## config.mk

```make
export PLATFORM = sky130hd
export DESIGN_NAME = rpl_ancestry_window
export DESIGN_NICKNAME = d
export VERILOG_FILES = /design/src/rtl/rpl_pkg.sv /design/src/rtl/rpl_free_pick.sv /design/src/rtl/rpl_entry.sv /design/src/rtl/rpl_wake_bus.sv /design/src/rtl/rpl_ancestry_window.sv
export SDC_FILE = /design/constraint.sdc
export NUM_CORES = 1
export LEC_CHECK = 0
export BUFFER_PORTS_ARGS = -buffer_cell sky130_fd_sc_hd__buf_2
export CORE_UTILIZATION = 38
export CTS_CLUSTER_DIAMETER = 60
export DETAILED_ROUTE_END_ITERATION = 16
export PLACE_DENSITY = 0.59
export SYNTH_ARGS = -nofsm -noshare
export SYNTH_HDL_FRONTEND = slang
export SYNTH_SLANG_ARGS = --single-unit
```

## constraint.sdc

```tcl
create_clock -name clk -period 7.05 [get_ports clk]
set_clock_uncertainty 0.05 [all_clocks]
set_input_delay 1.41 -clock clk [delete_from_list [all_inputs] [get_ports clk]]
set_output_delay 1.41 -clock clk [all_outputs]
set_load 0.01 [all_outputs]
```

## src/rtl/rpl_pkg.sv

```systemverilog
package rpl_pkg;

  typedef enum logic [1:0] {
    ENT_FREE   = 2'd0,
    ENT_WAIT   = 2'd1,
    ENT_ISSUED = 2'd2
  } ent_state_e;

endpackage

```

## src/rtl/rpl_free_pick.sv

```systemverilog
module rpl_free_pick #(
  parameter int N = 4
) (
  input  logic         clk,
  input  logic         rst_n,
  input  logic [N-1:0] busy,
  output logic [N-1:0] grant,
  output logic         any_free
);

  always_comb begin
    grant = '0;
    for (int i = N - 1; i >= 0; i--) begin
      if (!busy[i]) grant = N'(1) << i;
    end
  end

  assign any_free = ~&busy;

  AST_PICK_ONEHOT: assert property (@(posedge clk) disable iff (!rst_n)
    $onehot0(grant) && ((grant & busy) == '0));

endmodule

```

## src/rtl/rpl_entry.sv

```systemverilog
module rpl_entry
  import rpl_pkg::*;
#(
  parameter int W     = 2,
  parameter int D     = 3,
  parameter int TAG_W = 4,
  localparam int M    = W * D,
  localparam int SW   = (W > 1) ? $clog2(W) : 1,
  localparam int AW   = $clog2(D + 1)
) (
  input  logic             clk,
  input  logic             rst_n,
  input  logic             alloc_we,
  input  logic [TAG_W-1:0] alloc_dst,
  input  logic [TAG_W-1:0] alloc_src_a,
  input  logic [TAG_W-1:0] alloc_src_b,
  input  logic             alloc_rdy_a,
  input  logic             alloc_rdy_b,
  input  logic             issue_hit,
  input  logic [SW-1:0]    issue_slot,
  input  logic [W-1:0]     wk_valid,
  input  logic [W*TAG_W-1:0] wk_tag,
  input  logic [W*M-1:0]   wk_mat,
  input  logic [W-1:0]     kill,
  output logic             busy,
  output logic             can_issue,
  output logic             kill_hit,
  output logic [TAG_W-1:0] dst_tag,
  output logic [M-1:0]     bcast_base
);

  ent_state_e       st_q;
  logic [TAG_W-1:0] dst_q, src_a_q, src_b_q;
  logic             rdy_a_q, rdy_b_q;
  logic [M-1:0]     mat_a_q, mat_b_q, own_q;
  logic [AW-1:0]    age_q;

  logic             hit_a, hit_b, hit_o;
  logic [TAG_W-1:0] snoop_a, snoop_b;
  logic             cap_a, cap_b;
  logic [M-1:0]     cap_mat_a, cap_mat_b;
  logic             upd_rdy_a, upd_rdy_b;
  logic [M-1:0]     upd_mat_a, upd_mat_b;
  logic [M-1:0]     self_row;
  logic             age_done;

  // bottom row = row D-1, the highest W bits
  assign hit_a    = |(mat_a_q[M-1 -: W] & kill);
  assign hit_b    = |(mat_b_q[M-1 -: W] & kill);
  assign hit_o    = |(own_q[M-1 -: W] & kill);
  assign kill_hit = (st_q != ENT_FREE) && (hit_a || hit_b || hit_o);

  assign busy       = (st_q != ENT_FREE);
  assign can_issue  = (st_q == ENT_WAIT) && rdy_a_q && rdy_b_q;
  assign dst_tag    = dst_q;
  assign bcast_base = (mat_a_q | mat_b_q | own_q) << W;
  assign self_row   = M'(1) << issue_slot;
  assign age_done   = (age_q == AW'(D));

  assign snoop_a = (st_q == ENT_FREE) ? alloc_src_a : src_a_q;
  assign snoop_b = (st_q == ENT_FREE) ? alloc_src_b : src_b_q;

  always_comb begin
    cap_a     = 1'b0;
    cap_b     = 1'b0;
    cap_mat_a = '0;
    cap_mat_b = '0;
    for (int s = 0; s < W; s++) begin
      if (wk_valid[s] && (wk_tag[s*TAG_W +: TAG_W] == snoop_a)) begin
        cap_a     = 1'b1;
        cap_mat_a = wk_mat[s*M +: M];
      end
      if (wk_valid[s] && (wk_tag[s*TAG_W +: TAG_W] == snoop_b)) begin
        cap_b     = 1'b1;
        cap_mat_b = wk_mat[s*M +: M];
      end
    end
  end

  always_comb begin
    if (!rdy_a_q && cap_a) begin
      upd_rdy_a = 1'b1;
      upd_mat_a = cap_mat_a;
    end else begin
      upd_rdy_a = rdy_a_q;
      upd_mat_a = mat_a_q << W;
    end
    if (!rdy_b_q && cap_b) begin
      upd_rdy_b = 1'b1;
      upd_mat_b = cap_mat_b;
    end else begin
      upd_rdy_b = rdy_b_q;
      upd_mat_b = mat_b_q << W;
    end
  end

  always_ff @(posedge clk) begin
    if (!rst_n) begin
      st_q    <= ENT_FREE;
      dst_q   <= '0;
      src_a_q <= '0;
      src_b_q <= '0;
      rdy_a_q <= 1'b0;
      rdy_b_q <= 1'b0;
      mat_a_q <= '0;
      mat_b_q <= '0;
      own_q   <= '0;
      age_q   <= '0;
    end else begin
      case (st_q)
        ENT_FREE: begin
          if (alloc_we) begin
            st_q    <= ENT_WAIT;
            dst_q   <= alloc_dst;
            src_a_q <= alloc_src_a;
            src_b_q <= alloc_src_b;
            rdy_a_q <= alloc_rdy_a | cap_a;
            rdy_b_q <= alloc_rdy_b | cap_b;
            mat_a_q <= (!alloc_rdy_a && cap_a) ? cap_mat_a : '0;
            mat_b_q <= (!alloc_rdy_b && cap_b) ? cap_mat_b : '0;
            own_q   <= '0;
            age_q   <= '0;
          end
        end
        default: begin
          if (kill_hit) begin
            st_q    <= ENT_WAIT;
            own_q   <= '0;
            age_q   <= '0;
            rdy_a_q <= hit_a ? 1'b0 : upd_rdy_a;
            mat_a_q <= hit_a ? '0 : upd_mat_a;
            rdy_b_q <= hit_b ? 1'b0 : upd_rdy_b;
            mat_b_q <= hit_b ? '0 : upd_mat_b;
          end else if (issue_hit) begin
            st_q    <= ENT_ISSUED;
            own_q   <= self_row;
            age_q   <= AW'(1);
            rdy_a_q <= upd_rdy_a;
            mat_a_q <= upd_mat_a;
            rdy_b_q <= upd_rdy_b;
            mat_b_q <= upd_mat_b;
          end else if ((st_q == ENT_ISSUED) && age_done) begin
            st_q    <= ENT_FREE;
            rdy_a_q <= 1'b0;
            rdy_b_q <= 1'b0;
            mat_a_q <= '0;
            mat_b_q <= '0;
            own_q   <= '0;
            age_q   <= '0;
          end else begin
            rdy_a_q <= upd_rdy_a;
            mat_a_q <= upd_mat_a;
            rdy_b_q <= upd_rdy_b;
            mat_b_q <= upd_mat_b;
            own_q   <= own_q << W;
            if (st_q == ENT_ISSUED) age_q <= age_q + AW'(1);
          end
        end
      endcase
    end
  end

  AST_AGE_WINDOW: assert property (@(posedge clk) disable iff (!rst_n)
    (st_q == ENT_ISSUED) |-> ((age_q >= AW'(1)) && (age_q <= AW'(D))));

  AST_KILL_REWAIT: assert property (@(posedge clk) disable iff (!rst_n)
    kill_hit |=> (st_q == ENT_WAIT));

  AST_KILL_BEATS_RELEASE: assert property (@(posedge clk) disable iff (!rst_n)
    ((st_q == ENT_ISSUED) && age_done && kill_hit) |=> busy);

  AST_ISSUE_ONLY_READY: assert property (@(posedge clk) disable iff (!rst_n)
    issue_hit |-> (can_issue && !kill_hit));

  AST_OWN_SINGLE: assert property (@(posedge clk) disable iff (!rst_n)
    $onehot0(own_q));

endmodule

```

## src/rtl/rpl_wake_bus.sv

```systemverilog
module rpl_wake_bus #(
  parameter int N     = 4,
  parameter int W     = 2,
  parameter int D     = 3,
  parameter int TAG_W = 4,
  localparam int M    = W * D,
  localparam int SW   = (W > 1) ? $clog2(W) : 1,
  localparam int IW   = (N > 1) ? $clog2(N) : 1
) (
  input  logic                 clk,
  input  logic                 rst_n,
  input  logic [W-1:0]         iss_valid,
  input  logic [W*IW-1:0]      iss_idx,
  input  logic [N-1:0]         can_issue,
  input  logic [N-1:0]         kill_hit,
  input  logic [N*TAG_W-1:0]   dst_flat,
  input  logic [N*M-1:0]       base_flat,
  output logic [W-1:0]         wake_valid,
  output logic [W*TAG_W-1:0]   wake_tag,
  output logic [W*M-1:0]       wake_mat,
  output logic [N-1:0]         ent_hit,
  output logic [N*SW-1:0]      ent_slot
);

  always_comb begin
    logic [IW-1:0] ix;
    logic          dup;
    logic          ok;
    wake_valid = '0;
    wake_tag   = '0;
    wake_mat   = '0;
    ent_hit    = '0;
    ent_slot   = '0;
    for (int s = 0; s < W; s++) begin
      ix  = iss_idx[s*IW +: IW];
      dup = 1'b0;
      for (int p = 0; p < s; p++) begin
        if (iss_valid[p] && (iss_idx[p*IW +: IW] == ix)) dup = 1'b1;
      end
      ok = iss_valid[s] && !dup && (int'(ix) < N);
      if (ok) ok = can_issue[ix] && !kill_hit[ix];
      if (ok) begin
        wake_valid[s]              = 1'b1;
        wake_tag[s*TAG_W +: TAG_W] = dst_flat[ix*TAG_W +: TAG_W];
        wake_mat[s*M +: M]         = base_flat[ix*M +: M] | (M'(1) << s);
        ent_hit[ix]                = 1'b1;
        ent_slot[ix*SW +: SW]      = SW'(s);
      end
    end
  end

  AST_ONE_BROADCAST_PER_ENTRY: assert property (@(posedge clk) disable iff (!rst_n)
    $countones(wake_valid) == $countones(ent_hit));

endmodule

```

## src/rtl/rpl_ancestry_window.sv

```systemverilog
module rpl_ancestry_window #(
  parameter int N     = 4,
  parameter int W     = 2,
  parameter int D     = 3,
  parameter int TAG_W = 4,
  localparam int M    = W * D,
  localparam int SW   = (W > 1) ? $clog2(W) : 1,
  localparam int IW   = (N > 1) ? $clog2(N) : 1
) (
  input  logic               clk,
  input  logic               rst_n,
  input  logic               alloc_valid,
  output logic               alloc_ready,
  input  logic [TAG_W-1:0]   alloc_dst,
  input  logic [TAG_W-1:0]   alloc_src_a,
  input  logic [TAG_W-1:0]   alloc_src_b,
  input  logic               alloc_rdy_a,
  input  logic               alloc_rdy_b,
  input  logic [W-1:0]       iss_valid,
  input  logic [W*IW-1:0]    iss_idx,
  input  logic [W-1:0]       kill_slots,
  output logic [W-1:0]       wake_valid,
  output logic [W*TAG_W-1:0] wake_tag,
  output logic [W*M-1:0]     wake_mat,
  output logic [N-1:0]       entry_busy,
  output logic [N-1:0]       entry_ready
);

  logic [N-1:0]       pick;
  logic [N-1:0]       kill_hit;
  logic [N*TAG_W-1:0] dst_flat;
  logic [N*M-1:0]     base_flat;
  logic [N-1:0]       ent_hit;
  logic [N*SW-1:0]    ent_slot;
  logic               accept;

  assign accept = alloc_valid && alloc_ready;

  rpl_free_pick #(.N(N)) u_pick (
    .clk      (clk),
    .rst_n    (rst_n),
    .busy     (entry_busy),
    .grant    (pick),
    .any_free (alloc_ready)
  );

  rpl_wake_bus #(.N(N), .W(W), .D(D), .TAG_W(TAG_W)) u_wake (
    .clk        (clk),
    .rst_n      (rst_n),
    .iss_valid  (iss_valid),
    .iss_idx    (iss_idx),
    .can_issue  (entry_ready),
    .kill_hit   (kill_hit),
    .dst_flat   (dst_flat),
    .base_flat  (base_flat),
    .wake_valid (wake_valid),
    .wake_tag   (wake_tag),
    .wake_mat   (wake_mat),
    .ent_hit    (ent_hit),
    .ent_slot   (ent_slot)
  );

  for (genvar i = 0; i < N; i++) begin : g_ent
    rpl_entry #(.W(W), .D(D), .TAG_W(TAG_W)) u_ent (
      .clk         (clk),
      .rst_n       (rst_n),
      .alloc_we    (accept && pick[i]),
      .alloc_dst   (alloc_dst),
      .alloc_src_a (alloc_src_a),
      .alloc_src_b (alloc_src_b),
      .alloc_rdy_a (alloc_rdy_a),
      .alloc_rdy_b (alloc_rdy_b),
      .issue_hit   (ent_hit[i]),
      .issue_slot  (ent_slot[i*SW +: SW]),
      .wk_valid    (wake_valid),
      .wk_tag      (wake_tag),
      .wk_mat      (wake_mat),
      .kill        (kill_slots),
      .busy        (entry_busy[i]),
      .can_issue   (entry_ready[i]),
      .kill_hit    (kill_hit[i]),
      .dst_tag     (dst_flat[i*TAG_W +: TAG_W]),
      .bcast_base  (base_flat[i*M +: M])
    );
  end

  AST_ALLOC_LANDS: assert property (@(posedge clk) disable iff (!rst_n)
    accept |=> |(entry_busy & $past(pick)));

  AST_FULL_BLOCKS: assert property (@(posedge clk) disable iff (!rst_n)
    (&entry_busy) |-> !alloc_ready);

endmodule

```

==> impl_metrics.csv, run 1 <==
group,metric,value,unit
global_route,grt_usage,26.5,%
placed_design,hpwl,22600,um
clocking,holdBufCountCts,0,
critical_path,cpMaxStageDelayCell,"a211oi_2",
logic_synthesis,syn_area,9050,sq um
logic_synthesis,synth-main-ff-cell,"dfxtp_1",
clocking,clk_pin_slew,60,ps
critical_path,reg2reg_depth,8,
outcome,outcome,"finished, final reports clean",
routing,avgRoutedWirePerCell,21.9,um
clocking,clockBufferDepth,2,
logic_synthesis,syn_area_per_cell,8.05,sq um
global_route,grt_max_degree,55,
routing,drc,0,
clocking,cts_resized,0,
logic_synthesis,synth_cell_type_count,86,
job,maxCapViolCount,0,
sta,finalCritPeriodShare,74.5,%
clocking,root_buffer,"clkbuf_16",
clocking,htreeDepth,4,
global_route,grt-ovfl-total,0,
placed_design,port_buffers,53,
critical_path,crit_top_cell,"buf_2",
clocking,postCtsSetupBuffers,0,
logic_synthesis,synth-edff-count,0,
logic_synthesis,yosysSeqAreaShare,31.8,%
placed_design,place_congestion,0.946,
power_and_ir_drop,switchingPower,674,uW
logic_synthesis,yosys_warnings,0,
power_and_ir_drop,ir_worst_vdd,0.136,mV
global_route,grt_pass1_vias,8339,
final_layout,post_route_cells_drive_above_1_share,12.8,%
power_and_ir_drop,p_leak,3.57,nW
global_route,grt_pass1_wl,49000,um
power_and_ir_drop,pwr-share-clk,41.3,%
die,row_count,56,
clocking,numCtsBuffers,17,
clocking,clk_latency,430,ps
logic_synthesis,netlist_instances,1124,
power_and_ir_drop,switching_share,30.9,%
die,placeableCoreArea,23400,sq um
power_and_ir_drop,cell_internal_pwr,1.51,mW
logic_synthesis,synth_area_leader_cell,"dfxtp_1",
routing,drtIter0Drc,901,
die,die_y,156,um
critical_path,cp_num_cells,7,
critical_path,crit_fanout,14,
routing,vias_per_cell,6.17,
critical_path,cp_num_buf_inv,3,
final_layout,areaGrowthSynthToFinish,9.36,%
critical_path,cpPeakStageDelay,530,ps
min_path,hp-class,"flop to flop",
sta,hold_viol,0,
critical_path,cp.required,5590,ps
power_and_ir_drop,combPwrFrac,18.9,%
logic_synthesis,synth_common_cells,"nand2_1, dfxtp_1, a21oi_1, nor2_1, clkbuf_1",
power_and_ir_drop,p_per_area,220,nW/um^2
logic_synthesis,yosysMostFrequentCell,"nand2_1",
logic_synthesis,synth_top_area_share,31.8,%
critical_path,critical_path.endpoint,"wake_valid[0]",
global_route,antenna_found_initial,1,
power_and_ir_drop,seqPwrFrac,39.9,%
clocking,cts.sinks,144,
final_layout,diodes,0,
critical_path,worst_setup_path_start_kind,"input pin",
critical_path,worstReg2RegStart,"g_ent[1].u_ent.st_q[1]",
critical_path,worstPathCellList,"buf_2, a22oi_1, a41oi_1, a211oi_2, nand2_1, inv_2, buf_2",
die,initial_utilization,38.7,%
critical_path,startpoint,"kill_slots[0]",
die,ios,56,
clocking,tritoncts,"done",
logic_synthesis,ys_ff_latch,144,
logic_synthesis,synth_area_leaders,"dfxtp_1, nand2_1, a21oi_1",
die,dieArea,24400,sq um
sta,fin_setup_tns,0,ps
die,die_x,156,um
final_layout,fin_nets,1147,
sta,slew_violations,0,
critical_path,critPathTopFamily,"compound AO/OA/AOI/OAI gates",
sta,relSlewSlack,14.3,%
critical_path,end_kind,"output pin",
critical_path,worstPathArrival,3790,ps
sta,grt_setup_unrepaired,"false",
critical_path,path_class,"input pin to output pin",
sta,fin_crit,5250,ps
sta,whs,402,ps
sta,fmax,0.190,GHz
sta,setup_viol_count_final,0,
routing,wl,31700,um
routing,vias,8945,
routing,ant_nets,0,
critical_path,timing.rr.end,"g_ent[1].u_ent.mat_b_q[5]",
routing,firstDrtPassIters,8,
critical_path,r2r_slack,3250,ps
logic_synthesis,async_flop_share,0,%
sta,tightestPinTransition,1280,ps
cell usage in the layout (no fill, tap or decap), drive strengths merged, types with 8 or more instances in the layout:
cell type	Yosys	final
a32oi	10	10
o22ai	14	14
mux2i	30	30
xnor2	37	37
or4	8	8
xor2	20	20
inv	39	39
nor2	68	68
dfxtp	144	144
nor3	15	15
o221ai	11	11
nand3	38	38
and2	8	8
a22oi	22	22
a21oi	99	99
clkbuf	53	24
nand2	159	159
mux4	13	13
o21a	11	11
or3b	8	8
o21ai	46	46
nand2b	8	8
a221o	8	8
and3	22	22
o211ai	24	24
or3	17	17
a21o	11	11
buf	36	63
a31oi	19	19
nand4	13	13
a211oi	19	19
nor4	13	13
how the worst min path moves through the flow:
stage                                      to                       from  slack (ps)  depth (start not counted)
floorplan           g_ent[3].u_ent.mat_b_q[1]  g_ent[3].u_ent.mat_b_q[1]         380                          2
global placement    g_ent[2].u_ent.src_b_q[3]  g_ent[2].u_ent.src_b_q[3]         390                          2
detailed placement  g_ent[3].u_ent.src_b_q[3]  g_ent[3].u_ent.src_b_q[3]         400                          2
CTS                 g_ent[2].u_ent.src_b_q[1]  g_ent[2].u_ent.src_b_q[1]         400                          2
global route        g_ent[0].u_ent.src_a_q[1]  g_ent[0].u_ent.src_a_q[1]         420                          2
finish              g_ent[2].u_ent.src_b_q[0]  g_ent[2].u_ent.src_b_q[0]         400                          2
sequential cells by signal, indices dropped and copies added (netlist names):
register,flops
g_ent.u_ent.mat_a_q,24
g_ent.u_ent.src_a_q,16
g_ent.u_ent.st_q,8
g_ent.u_ent.rdy_a_q,4
g_ent.u_ent.rdy_b_q,4
g_ent.u_ent.age_q,8
g_ent.u_ent.src_b_q,16
g_ent.u_ent.dst_tag,16
g_ent.u_ent.own_q,24
g_ent.u_ent.mat_b_q,24
kinds of logic after synthesis:
group | count (synthesis) | synth area share [%]
XOR/XNOR | 57 | 5.51
other | 1 | 0.0414
multiplexers | 46 | 6.92
flip-flops | 144 | 31.8
AND/OR/NAND/NOR | 390 | 21.1
buffers and inverters | 129 | 7.01
AO/OA/AOI/OAI | 353 | 27.0
adder cells (fa/ha/maj) | 4 | 0.553
layout make-up:
| type | instances | area [sq um] |
|---|---|---|
| clock inverters | 8 | 77.6 |
| fillers | 2425 | 13500 |
| flip-flops and latches | 144 | 2880 |
| multi-input cells | 852 | 5550 |
| well taps | 319 | 399 |
| repair buffers | 63 | 340 |
| clock buffers | 24 | 502 |
| inverters | 40 | 153 |
layer usage:
layer	up-vias	GRT usage (%)	wire length (um)
li1	4137	-	-
met1	4271	35.1	13400
met2	470	41.5	14200
met3	65	6.01	3040
met4	2	10.9	1020
met5	-	0	13
tightest hold or removal path: stages (launching register included):
cell and delay [ps]:
dfxtp_1 310, nand2_1 50, a21oi_1 50
power groups by stage:
stage                     Sequential (mW)  Combinational, mW  Clock, mW
final                               0.869              0.412      0.900
after detailed placement            0.886              0.402          0
after floorplan                     0.874              0.305          0
after global placement              0.885              0.400          0
after CTS                           0.868              0.404      0.912
after global routing                0.872              0.444      0.946
metrics by stage:
step | std cells | total power [mW] | area (sq um) | setup WS [ps] | util, %
after floorplan | 1125 | 1.18 | 9060 | 2290 | -
after global placement | 1418 | 1.29 | 9320 | 2010 | 39.8
after detailed placement | 1418 | 1.29 | 9320 | 1900 | 39.8
after CTS | 1450 | 2.18 | 9900 | 1880 | 42.3
after global routing | 1450 | 2.26 | 9900 | 1660 | 42.3
final | 1450 | 2.18 | 9900 | 1800 | 42.3
Note: power is estimated with default switching activity, not from simulation.
==> run 2: changes to the inputs <==
Settings changed: PLACE_DENSITY 0.59 to 0.61.
Clock period 7.05 ns to 4.5 ns, I/O delays scaled along.
==> impl_metrics.csv, run 2 (synthesis gave the netlist of run 1 again) <==
group,metric,value,unit
critical_path,reg2reg_depth,9,
sta,whs,402,ps
clocking,clk_pin_slew,60,ps
critical_path,critical_path.endpoint,"wake_mat[4]",
final_layout,post_route_cells_drive_above_1_share,14.1,%
sta,fmax,0.236,GHz
critical_path,worstPathArrival,3290,ps
clocking,clk_latency,440,ps
power_and_ir_drop,combPwrFrac,18.5,%
die,initial_utilization,38.7,%
power_and_ir_drop,pwr-share-clk,43.1,%
routing,vias_per_cell,6.13,
critical_path,r2r_slack,1030,ps
sta,grt_setup_unrepaired,"false",
die,placeableCoreArea,23400,sq um
sta,hold_viol,0,
routing,drc,0,
global_route,grt-ovfl-total,0,
power_and_ir_drop,seqPwrFrac,38.4,%
final_layout,areaGrowthSynthToFinish,11.2,%
critical_path,cp.required,3550,ps
final_layout,final_common_cell,"nand2_1",
final_layout,reg_top3,"g_ent.u_ent.mat_a_q: 24 flops, g_ent.u_ent.mat_b_q: 24 flops, g_ent.u_ent.own_q: 24 flops",
placed_design,place_congestion,0.918,
sta,slew_violations,0,
clocking,clockBufferDepth,2,
outcome,outcome,"finished, final reports clean",
sta,fin_setup_tns,0,ps
sta,tightestPinTransition,1010,ps
die,ios,56,
critical_path,path_class,"input pin to output pin",
sta,fin_crit,4240,ps
power_and_ir_drop,switchingPower,1.07,mW
sta,setup_viol_count_final,0,
die,die_y,156,um
final_layout,final_cell_mix,"nand2_1, dfxtp_1, a21oi_1, nor2_1, buf_2",
placed_design,port_buffers,53,
job,maxCapViolCount,0,
global_route,grt_max_degree,74,
critical_path,end_kind,"output pin",
clocking,numCtsBuffers,17,
critical_path,startpoint,"kill_slots[0]",
clocking,postCtsSetupBuffers,0,
critical_path,crit_fanout,12,
power_and_ir_drop,ir_worst_vdd,0.213,mV
clocking,holdBufCountCts,0,
global_route,antenna_found_initial,1,
global_route,grt_pass1_vias,8242,
sta,finalCritPeriodShare,94.3,%
placed_design,hpwl,22600,um
routing,firstDrtPassIters,6,
critical_path,worstReg2RegStart,"g_ent[1].u_ent.st_q[1]",
routing,drtIter0Drc,811,
critical_path,worst_setup_path_start_kind,"input pin",
power_and_ir_drop,cell_internal_pwr,2.47,mW
global_route,grt_pass1_wl,48100,um
clocking,tritoncts,"done",
routing,vias,8992,
power_and_ir_drop,p_leak,3.67,nW
clocking,cts_resized,0,
routing,avgRoutedWirePerCell,21.1,um
placed_design,place_ws,388,ps
power_and_ir_drop,switching_share,30.3,%
clocking,cts.sinks,144,
critical_path,timing.rr.end,"g_ent[1].u_ent.mat_b_q[3]",
die,dieArea,24400,sq um
clocking,root_buffer,"clkbuf_16",
final_layout,postLayoutCoreUtil,43.0,%
die,row_count,56,
min_path,hp-class,"flop to flop",
routing,ant_nets,0,
global_route,grt_usage,25.9,%
routing,wl,31000,um
clocking,htreeDepth,4,
sta,setup_slack,259,ps
final_layout,fin_nets,1163,
power_and_ir_drop,p_per_area,352,nW/um^2
sta,relSlewSlack,32.1,%
die,die_x,156,um
## run 2: cell types whose count changed in the layout (fill, tap and decap cells not counted), sizes merged
| cell | previous run | this run |
|---|---|---|
| diode | 0 | 1 |
| buf | 63 | 79 |
| bufinv | 1 | 3 |
| clkinv | 6 | 5 |
| clkbuf | 24 | 21 |
| inv | 39 | 41 |
## run 2: worst min-delay path by stage
stage	start	endpoint	slack, ps	cells after the start
after CTS	g_ent[2].u_ent.src_a_q[3]	g_ent[2].u_ent.src_a_q[3]	400	2
after global placement	g_ent[3].u_ent.src_b_q[1]	g_ent[3].u_ent.src_b_q[1]	390	2
after global routing	g_ent[1].u_ent.src_a_q[3]	g_ent[1].u_ent.src_a_q[3]	420	2
after detailed placement	g_ent[3].u_ent.mat_a_q[0]	g_ent[3].u_ent.mat_a_q[0]	390	2
after floorplan	g_ent[3].u_ent.mat_b_q[1]	g_ent[3].u_ent.mat_b_q[1]	380	2
final	g_ent[2].u_ent.src_b_q[3]	g_ent[2].u_ent.src_b_q[3]	400	2
## run 2: critical path, cell delays in order
cell	delay [ps]
buf_2	220
a22oi_1	390
a41oi_1	250
a211oi_2	620
nand3_1	340
inv_1	360
buf_2	200
## run 2: routing by layer
layer	vias to the layer above	routed length, um	global-route usage, %
met1	4249	13300	35.2
met2	471	13900	40.9
met4	0	1150	10.6
li1	4184	-	-
met5	-	0	0
met3	88	2690	4.07
## run 2: through the flow
step / total power [mW] / cells / area, sq um
global placement: 2.03 / 1434 / 9430
finish: 3.55 / 1467 / 10100
floorplan: 1.85 / 1125 / 9060
CTS: 3.55 / 1466 / 10100
detailed placement: 2.03 / 1434 / 9430
global route: 3.67 / 1466 / 10100
## run 2: power by group through the flow
stage / clock network [mW] / registers [mW] / logic [mW]
after global placement: 0 / 1.39 / 0.639
final: 1.53 / 1.36 / 0.656
after detailed placement: 0 / 1.39 / 0.640
after floorplan: 0 / 1.37 / 0.479
after global routing: 1.60 / 1.37 / 0.704
after CTS: 1.55 / 1.36 / 0.643
## run 2: cell type report
class / instances / area (sq um)
Fill cell: 2441 / 13300
Inverter: 40 / 153
Sequential cell: 144 / 2880
Clock buffer: 21 / 480
Timing Repair Buffer: 79 / 460
Tap cell: 319 / 399
Clock inverter: 11 / 150
Multi-Input combinational cell: 852 / 5540
Antenna cell: 1 / 2.50
